===== src/rtl/sep_seq_pkg.sv =====
package sep_seq_pkg;

  typedef enum logic [2:0] {
    S_IDLE = 3'd0,
    S_INIT = 3'd1,
    S_FWD  = 3'd2,
    S_UPD  = 3'd3,
    S_LOAD = 3'd4
  } seqState_t;

  // Strobes from the control FSM to the counter datapath
  typedef struct packed {
    logic latchLen;  // capture frame length
    logic loadT1;    // set time index to 1
    logic incT;      // advance time index
    logic clrPhase;  // zero the even/odd bit
    logic togPhase;  // flip the even/odd bit
    logic fwdMode;   // address = time index
    logic updMode;   // address = (t - N) / 2
  } seqStrobe_t;

endpackage


===== src/rtl/sep_seq_dpath.sv =====
module sep_seq_dpath
  import sep_seq_pkg::*;
#(
  parameter int LEN_W = 12
) (
  input  logic             clk,
  input  logic             rstN,
  input  seqStrobe_t       strobe,
  input  logic [LEN_W-1:0] frameLen,
  output logic             fwdLast,
  output logic             updLast,
  output logic [LEN_W-1:0] bufAddr,
  output logic             updPhase
);
  localparam int T_W = LEN_W + 2;
  localparam logic [LEN_W-1:0] MIN_LEN = LEN_W'(2);

  logic [LEN_W-1:0] lenQ;
  logic [T_W-1:0]   tQ;
  logic             phaseQ;
  logic [LEN_W-1:0] lenClamped;
  logic [T_W-1:0]   lenExt;
  logic [T_W-1:0]   lenTriple;
  logic [T_W-1:0]   rdOff;
  logic [T_W-1:0]   halfOff;

  assign lenClamped = (frameLen < MIN_LEN) ? MIN_LEN : frameLen;
  assign lenExt     = T_W'(lenQ);
  assign lenTriple  = (lenExt << 1) + lenExt;
  assign rdOff      = tQ - lenExt;
  assign halfOff    = rdOff >> 1;

  assign fwdLast  = (tQ == lenExt - T_W'(1));
  assign updLast  = (tQ == lenTriple - T_W'(1));
  assign updPhase = phaseQ;

  always_comb begin
    if (strobe.fwdMode)      bufAddr = tQ[LEN_W-1:0];
    else if (strobe.updMode) bufAddr = halfOff[LEN_W-1:0];
    else                     bufAddr = '0;
  end

  always_ff @(posedge clk or negedge rstN) begin
    if (!rstN) begin
      lenQ   <= MIN_LEN;
      tQ     <= '0;
      phaseQ <= 1'b0;
    end else begin
      if (strobe.latchLen) lenQ <= lenClamped;
      if (strobe.loadT1)     tQ <= T_W'(1);
      else if (strobe.incT)  tQ <= tQ + T_W'(1);
      if (strobe.clrPhase)      phaseQ <= 1'b0;
      else if (strobe.togPhase) phaseQ <= ~phaseQ;
    end
  end

  // the captured length never falls below the minimum
  p_len_min_r9: assert property (@(posedge clk) disable iff (!rstN)
    lenQ >= MIN_LEN);

  // the length stays fixed while the update phase runs
  p_len_stable_r8: assert property (@(posedge clk) disable iff (!rstN)
    strobe.updMode && $past(strobe.updMode) |-> $stable(lenQ));

endmodule


===== src/rtl/sep_seq_ctrl.sv =====
module sep_seq_ctrl
  import sep_seq_pkg::*;
(
  input  logic       clk,
  input  logic       rstN,
  input  logic       start,
  input  logic       fwdLast,
  input  logic       updLast,
  output seqStrobe_t strobe,
  output logic       clearAll,
  output logic       fwdEn,
  output logic       updEn,
  output logic       weightLoad,
  output logic       frameDone,
  output logic       busy
);
  seqState_t stateQ, stateD;
  logic      freshQ;

  always_comb begin
    stateD = stateQ;
    strobe = '0;
    unique case (stateQ)
      S_IDLE: begin
        if (start) begin
          strobe.latchLen = 1'b1;
          strobe.loadT1   = 1'b1;
          stateD = freshQ ? S_INIT : S_FWD;
        end
      end
      S_INIT: stateD = S_FWD;
      S_FWD: begin
        strobe.fwdMode = 1'b1;
        strobe.incT    = 1'b1;
        if (fwdLast) begin
          strobe.clrPhase = 1'b1;
          stateD = S_UPD;
        end
      end
      S_UPD: begin
        strobe.updMode  = 1'b1;
        strobe.incT     = 1'b1;
        strobe.togPhase = 1'b1;
        if (updLast) stateD = S_LOAD;
      end
      S_LOAD: stateD = S_IDLE;
      default: stateD = S_IDLE;
    endcase
  end

  always_ff @(posedge clk or negedge rstN) begin
    if (!rstN) begin
      stateQ <= S_IDLE;
      freshQ <= 1'b1;
    end else begin
      stateQ <= stateD;
      if (stateQ == S_INIT) freshQ <= 1'b0;
    end
  end

  assign clearAll   = (stateQ == S_INIT);
  assign fwdEn      = (stateQ == S_FWD);
  assign updEn      = (stateQ == S_UPD);
  assign weightLoad = (stateQ == S_LOAD);
  assign frameDone  = (stateQ == S_LOAD);
  assign busy       = (stateQ != S_IDLE);

  // engine strobes never overlap
  p_excl_r7: assert property (@(posedge clk) disable iff (!rstN)
    $onehot0({clearAll, fwdEn, updEn, weightLoad}));

  // clearing is followed directly by the forward phase
  p_clear_then_fwd_r2: assert property (@(posedge clk) disable iff (!rstN)
    clearAll |=> fwdEn);

  // reload comes straight after the update phase, then idle
  p_load_after_upd_r6: assert property (@(posedge clk) disable iff (!rstN)
    weightLoad |-> $past(updEn));
  p_idle_after_load_r6: assert property (@(posedge clk) disable iff (!rstN)
    weightLoad |=> !busy);

  // busy holds until the reload cycle
  p_busy_hold_r10: assert property (@(posedge clk) disable iff (!rstN)
    busy && !weightLoad |=> busy);

endmodule


===== src/rtl/sep_frame_sequencer.sv =====
module sep_frame_sequencer
  import sep_seq_pkg::*;
#(
  parameter int LEN_W = 12
) (
  input  logic             clk,
  input  logic             rstN,
  input  logic             start,
  input  logic [LEN_W-1:0] frameLen,
  output logic             clearAll,
  output logic             fwdEn,
  output logic             updEn,
  output logic             updPhase,
  output logic [LEN_W-1:0] bufAddr,
  output logic             weightLoad,
  output logic             frameDone,
  output logic             busy
);
  seqStrobe_t strobe;
  logic       fwdLast;
  logic       updLast;

  sep_seq_ctrl u_ctrl (
    .clk        (clk),
    .rstN       (rstN),
    .start      (start),
    .fwdLast    (fwdLast),
    .updLast    (updLast),
    .strobe     (strobe),
    .clearAll   (clearAll),
    .fwdEn      (fwdEn),
    .updEn      (updEn),
    .weightLoad (weightLoad),
    .frameDone  (frameDone),
    .busy       (busy)
  );

  sep_seq_dpath #(.LEN_W(LEN_W)) u_dpath (
    .clk      (clk),
    .rstN     (rstN),
    .strobe   (strobe),
    .frameLen (frameLen),
    .fwdLast  (fwdLast),
    .updLast  (updLast),
    .bufAddr  (bufAddr),
    .updPhase (updPhase)
  );

  // the even/odd bit flips on every update cycle after the first
  p_phase_toggle_r5: assert property (@(posedge clk) disable iff (!rstN)
    updEn && $past(updEn) |-> updPhase != $past(updPhase));
  p_phase_first_r5: assert property (@(posedge clk) disable iff (!rstN)
    updEn && $past(fwdEn) |-> !updPhase);

  // the forward address steps by one
  p_fwd_addr_r3: assert property (@(posedge clk) disable iff (!rstN)
    fwdEn && $past(fwdEn) |-> bufAddr == $past(bufAddr) + LEN_W'(1));

  // the update address steps on even phases and holds on odd ones
  p_upd_addr_r4: assert property (@(posedge clk) disable iff (!rstN)
    updEn && $past(updEn) && !updPhase |-> bufAddr == $past(bufAddr) + LEN_W'(1));
  p_upd_hold_r4: assert property (@(posedge clk) disable iff (!rstN)
    updEn && $past(updEn) && updPhase |-> bufAddr == $past(bufAddr));

endmodule


===== config.mk =====
export PLATFORM = sky130hd
export DESIGN_NAME = sep_frame_sequencer
export DESIGN_NICKNAME = d
export VERILOG_FILES = /design/src/rtl/sep_seq_pkg.sv /design/src/rtl/sep_seq_dpath.sv /design/src/rtl/sep_seq_ctrl.sv /design/src/rtl/sep_frame_sequencer.sv
export SDC_FILE = /design/constraint.sdc
export NUM_CORES = 1
export LEC_CHECK = 0
export BUFFER_PORTS_ARGS = -buffer_cell sky130_fd_sc_hd__clkbuf_2
export CELL_PAD_IN_SITES_DETAIL_PLACEMENT = 0
export CELL_PAD_IN_SITES_GLOBAL_PLACEMENT = 2
export CORE_MARGIN = 10
export CORE_UTILIZATION = 36
export DETAILED_ROUTE_END_ITERATION = 16
export GPL_TIMING_DRIVEN = 0
export PLACE_DENSITY = 0.8
export RECOVER_POWER = 50
export SETUP_SLACK_MARGIN = 0.02
export SLEW_MARGIN = 20
export SYNTH_ARGS = -nofsm -noshare
export SYNTH_HDL_FRONTEND = slang
export SYNTH_SLANG_ARGS = --single-unit

===== constraint.sdc =====
create_clock -name clk -period 4.3 [get_ports clk]
set_clock_uncertainty 0.2 [all_clocks]
set_input_delay 0.86 -clock clk [delete_from_list [all_inputs] [get_ports clk]]
set_output_delay 0.86 -clock clk [all_outputs]
set_load 0.1 [all_outputs]

# Yosys cells after proc, flatten, opt, wreduce, memory -nomap -nowiden
# Cells that the tools add are included.
# op_classes
n_lt_le_gt_ge,1
n_mux,19
bitwise_logic,1
n_eq_ne,9
addsub,5
reduce_logical,6
# ops
op,n
12-bit two-way mux,3
14-bit equality test,2
14-bit two-way mux,2
13-bit by 12-bit adder with 14-bit output,1
14-bit by 1-bit adder with 14-bit output (second input constant),1
14-bit by 1-bit subtractor with 14-bit output (second input constant),1
12-bit by 1-bit subtractor with 13-bit output (second input constant),1
13-bit by 12-bit subtractor with 13-bit output,1
12-bit by 2-bit less-than comparator with 1-bit output (second input constant),1
3-bit one-hot mux with 4 select lines,1
3-bit two-way mux,3
1-bit two-way mux,7
3-bit by 2-bit equality test with 1-bit output (second input constant),2
2-bit two-way mux,3
2-bit by 1-bit inequality test with 1-bit output (second input constant),2
2-bit nonzero test,2
3-bit by 1-bit equality test with 1-bit output (second input constant),1
3-bit equality test (second input constant),1
3-bit zero test,1
3-bit AND reduction,1
3-bit nonzero test,1
2-bit inequality test (second input constant),1
2-bit OR reduction,1
1-bit inverter,1
# totals
out_inout_bits,19
regBits,31
inputBits,15
word_cells,46

# Longest topological paths before layout
# logic_depth
depth_word,5
ltp_mapped,12
depth_no_buf,11

# Cells and area by module
# A second synthesis with hierarchy kept.
# hier_totals
hier_cells,419
hier_area_um2,3505.9
# by_module_without_submodules
mod,n_inst,cells_each,seq_area_each_um2,area_each_um2
sep_seq_dpath,1,391,676.9,3220.6
sep_seq_ctrl,1,28,101.3,285.3

# Worst setup path after synthesis
# OpenSTA, ideal clock, no wires.
# synth_path
path_kind,register to output
startpoint,register u_dpath.lenQ[1]
endpoint,output bufAddr[10]
path_stages_with_launch,10
arrival_time_ns,3.848
setup_slack_ns,-0.608
n_path_buf,0
required_ns,3.240
cell_sequence,dfstp_2 > inv_1 > ha_1 > nand2b_1 > a21oi_1 > o211ai_1 > a21oi_1 > o31ai_1 > xnor2_1 > o21ai_0
# synth_via
elab_chain_cells,3
# synth_lines
item,line,rtl
from (decl),sep_seq_dpath.sv:18,logic [LEN_W-1:0] lenQ;
from (signal assigned),sep_seq_dpath.sv:49,if (strobe.latchLen) lenQ <= lenClamped;
13-bit by 12-bit subtractor with 13-bit output,sep_seq_dpath.sv:30,assign rdOff = tQ - lenExt;
12-bit two-way mux,sep_seq_dpath.sv:39,else if (strobe.updMode) bufAddr = halfOff[LEN_W-1:0];
12-bit two-way mux,sep_seq_dpath.sv:38,if (strobe.fwdMode) bufAddr = tQ[LEN_W-1:0];
to (decl),sep_frame_sequencer.sv:14,"output logic [LEN_W-1:0] bufAddr,"
# Every way passes these cells.

# Worst setup path after layout
# layout_path
startpoint,register u_dpath.tQ[0]
endpoint,output bufAddr[11]
# layout_via
elab_chain_cells,3
# layout_lines
item,line,rtl
from (decl),sep_seq_dpath.sv:19,logic [T_W-1:0] tQ;
from (signal assigned),sep_seq_dpath.sv:51,else if (strobe.incT) tQ <= tQ + T_W'(1);
13-bit by 12-bit subtractor with 13-bit output,sep_seq_dpath.sv:30,
12-bit two-way mux,sep_seq_dpath.sv:39,
12-bit two-way mux,sep_seq_dpath.sv:38,
# Every way passes these cells.

==> impl_metrics.env <==
export IMPL_synthFlopType="dfrtp_1"
export IMPL_cp_end_kind="output pin"
export IMPL_worstSkewPairLatency_ns=0.28
export IMPL_antenna_found_initial=0
export IMPL_yosys_warnings=0
export IMPL_hold_viol_final=0
export IMPL_clock_path_buffers=2
export IMPL_utilization=0.4174
export IMPL_coreArea_mm2=0.009684
export IMPL_yosys_top_cells_area="dfrtp_1 20%, ha_1 17%, xnor2_1 7.4%"
export IMPL_antenna_left=0
export IMPL_hp_start="u_ctrl.freshQ"
export IMPL_stdcell_count=618
export IMPL_cp_max_fo=5
export IMPL_arrival_ns=3.07
export IMPL_r2r_start="u_dpath.lenQ[10]"
export IMPL_slew_viol_final=32
export IMPL_critPathLaunchType="flip-flop"
export IMPL_status="complete, but fails checks"
export IMPL_post_cts_buffers=0
export IMPL_violations="capacitance limit, slew limit"
export IMPL_fp_row_count=36
export IMPL_power_density_mw_per_mm2=138.5
export IMPL_syn_avg_cell_area_um2=8.014
export IMPL_power_total_uw=559.7
export IMPL_io_pins=34
export IMPL_drc_errors=0
export IMPL_areaGrowthSynthToFinish_pct=13.61
export IMPL_synthArstFlopShare=1.000
export IMPL_dieArea_mm2=0.01426
export IMPL_syn_area_mm2=0.003558
export IMPL_worstPathRequired_ns=3.24
export IMPL_hold_class="flip-flop to flip-flop"
export IMPL_worstReg2RegEnd="u_ctrl.stateQ[1]"
export IMPL_ir_drop_uv=124.3
export IMPL_placedCellCount=610
export IMPL_synth_top_area_cell="dfrtp_1"
export IMPL_max_freq_mhz=241.9
export IMPL_clkTransAtPathRegs_ns=0.06
export IMPL_synth_edff_count=0
export IMPL_synthCells=444
export IMPL_drive_above_1_share=0.1237
export IMPL_grt_setup_unrepaired="true"
export IMPL_post_place_ws_ns=0.05978
export IMPL_post_drt_wl_per_cell_um=15.89
export IMPL_finalSetupViolations=0
export IMPL_critical_path_class="flip-flop to output pin"
export IMPL_post_route_period_util=0.9613
export IMPL_fin_ws_ns=0.1664
export IMPL_first_iter_violations=158
export IMPL_worst_pin_slew_ns=1.766
export IMPL_synth_top_area_frac=0.2039
export IMPL_diodes=0
export IMPL_hold_end="u_ctrl.freshQ"
export IMPL_hold_depth=1
export IMPL_seq_area_frac_synth=0.2187
export IMPL_port_buffers=33
export IMPL_synth_ff_latch_count=31
export IMPL_ys_types=58
export IMPL_routabilityCongestion=0.8220
export IMPL_grt_pass1_vias=3245
export IMPL_relSlewSlack=-0.1775
export IMPL_cts_tree="built"
export IMPL_grt_max_degree=32
export IMPL_wl_um=9823
export IMPL_clock_sinks=31
export IMPL_routed_via_density=5.099
export IMPL_layout_nets=548
export IMPL_cts_root_buf="clkbuf_8"
export IMPL_cts_buffers=5
export IMPL_place_hpwl_um=8049
export IMPL_grtUsageTotal=0.1407
export IMPL_grt_overflow=0
export IMPL_initial_core_util=0.3674
export IMPL_finalCriticalPeriod_ns=4.134
export IMPL_reg2reg_slack_ns=0.68
export IMPL_h_tree_depth=2
export IMPL_firstDrtPassIters=4
export IMPL_ff2ff_path_depth=11
export IMPL_grt_pass1_wl_um=16290
export IMPL_via_count=3151
export IMPL_die_h_um=119.4
export IMPL_synth_nets=508
export IMPL_maxCapViolations=1
export IMPL_timing_hold_ws_ns=0.2897
export IMPL_die_x_um=119.4
export IMPL_p_leak_uw=0.001934
## worst max-delay path: stages (launching register included)
cell      delay (ns)
dfrtp_1         0.44
inv_1           0.12
ha_1            0.20
inv_1           0.06
fa_1            0.43
a211oi_2        0.21
o21bai_1        0.13
a31oi_2         0.25
o21ai_1         0.15
o41ai_2         0.27
xnor2_1         0.13
a21oi_2         0.20
buf_12          0.20
## synthesized netlist by cell type (2+ instances only)
library cell	number
ha_1	47
inv_1	43
nor2_1	37
nand2_1	35
xnor2_1	30
a21oi_1	29
dfrtp_1	29
o21ai_0	28
xor2_1	22
clkbuf_1	12
nand3_1	11
nor3_1	11
a21o_1	9
mux2i_1	9
nand2b_1	6
and3_1	5
a211oi_1	4
and2_1	4
nand4_1	4
nor2b_1	4
o211ai_1	4
or3_1	4
a2111oi_0	3
a31oi_1	3
buf_2	3
buf_6	3
nor4_1	3
o21bai_1	3
o22ai_1	3
a22o_1	2
and4_1	2
and4b_1	2
dfstp_2	2
fa_1	2
o31ai_1	2
o41ai_1	2
## worst max-delay path by stage
| stage | endpoint | slack [ns] | from |
|---|---|---|---|
| 2_1_floorplan | bufAddr[6] | 0.04 | u_dpath.lenQ[1] |
| 3_3_place_gp | bufAddr[11] | 0.07 | u_dpath.tQ[0] |
| 3_5_place_dp | bufAddr[11] | 0.06 | u_dpath.tQ[0] |
| 4_1_cts | bufAddr[11] | 0.02 | u_dpath.tQ[0] |
| 5_1_grt | bufAddr[11] | -0.02 | u_dpath.tQ[0] |
| 6_report | bufAddr[11] | 0.17 | u_dpath.tQ[0] |
## metrics by stage
stage | setup TNS [ns] | cell area [um^2]
after global placement | 0 | 3899
after detailed placement | 0 | 3899
after floorplan | 0 | 3567
final | 0 | 4043
after global routing | -0.01664 | 4043
after CTS | 0 | 4018
## where the power goes
part | switching [uW] | internal (uW)
Combinational | 10.3 | 4.93
Clock | 107 | 146
Sequential | 0 | 292
## sequential cells by signal (all words and copies together), names as in the netlist
register / cells
u_ctrl.freshQ: 1
u_ctrl.stateQ: 3
u_dpath.updPhase: 1
u_dpath.lenQ: 12
u_dpath.tQ: 14
## layout make-up
cell class,instances,area [um^2]
buffer,21,108.9
clock buffer,8,100.1
fill,1024,5642
inverter,43,161.4
multi-input combinational,349,2536
sequential,31,778.2
tap,133,166.4
timing repair buffer,33,191.4
## layout by cell type, fill, tap and decap left out, types with 3 or more instances in the layout
| cell | count |
|---|---|
| a2111oi_0 | 3 |
| o21ai_0 | 26 |
| nor3_1 | 11 |
| xor2_1 | 22 |
| ha_1 | 47 |
| buf_2 | 3 |
| o211ai_1 | 4 |
| o22ai_1 | 3 |
| nand4_1 | 4 |
| and2_1 | 3 |
| a21oi_1 | 28 |
| xnor2_1 | 30 |
| clkbuf_2 | 26 |
| nor2_1 | 37 |
| nand2b_1 | 6 |
| nor2b_1 | 4 |
| dfrtp_1 | 29 |
| o21ai_1 | 3 |
| nor4_1 | 3 |
| clkbuf_1 | 17 |
| nand3_1 | 11 |
| buf_6 | 4 |
| and3_1 | 5 |
| clkbuf_8 | 7 |
| nand2_1 | 35 |
| o21bai_1 | 3 |
| inv_1 | 43 |
| clkbuf_4 | 3 |
| mux2i_1 | 9 |
| or3_1 | 4 |
| a21o_1 | 9 |
## kinds of logic after synthesis
family | after synthesis | synth area share
XOR/XNOR | 52 | 0.1280
multiplexers | 11 | 0.03270
adder cells (fa/ha/maj) | 49 | 0.1765
buffers and inverters | 64 | 0.07630
flip-flops | 31 | 0.2187
AND/OR/NAND/NOR | 134 | 0.1835
AO/OA/AOI/OAI | 103 | 0.1843
## metal layers
metal	part of all wire	vias to the layer above	routed length [um]	global-route usage
met1	0.46	1464	4472	0.1743
met3	0.030	17	294	0.01984
met2	0.48	58	4688	0.2379
met4	0.037	0	367	0.06184
li1	-	1612	-	-
met5	0	-	0	0
## timing repair
| item | CTS | global route |
|---|---|---|
| endpoints found under the setup margin | 2 | 6 |
| hold endpoints to repair | 0 | 0 |
| pin swaps | 0 | 1 |
| hold buffers | 0 | 0 |
| resized for setup | 4 | 14 |
No activity file was read; power rests on OpenSTA's default activity.
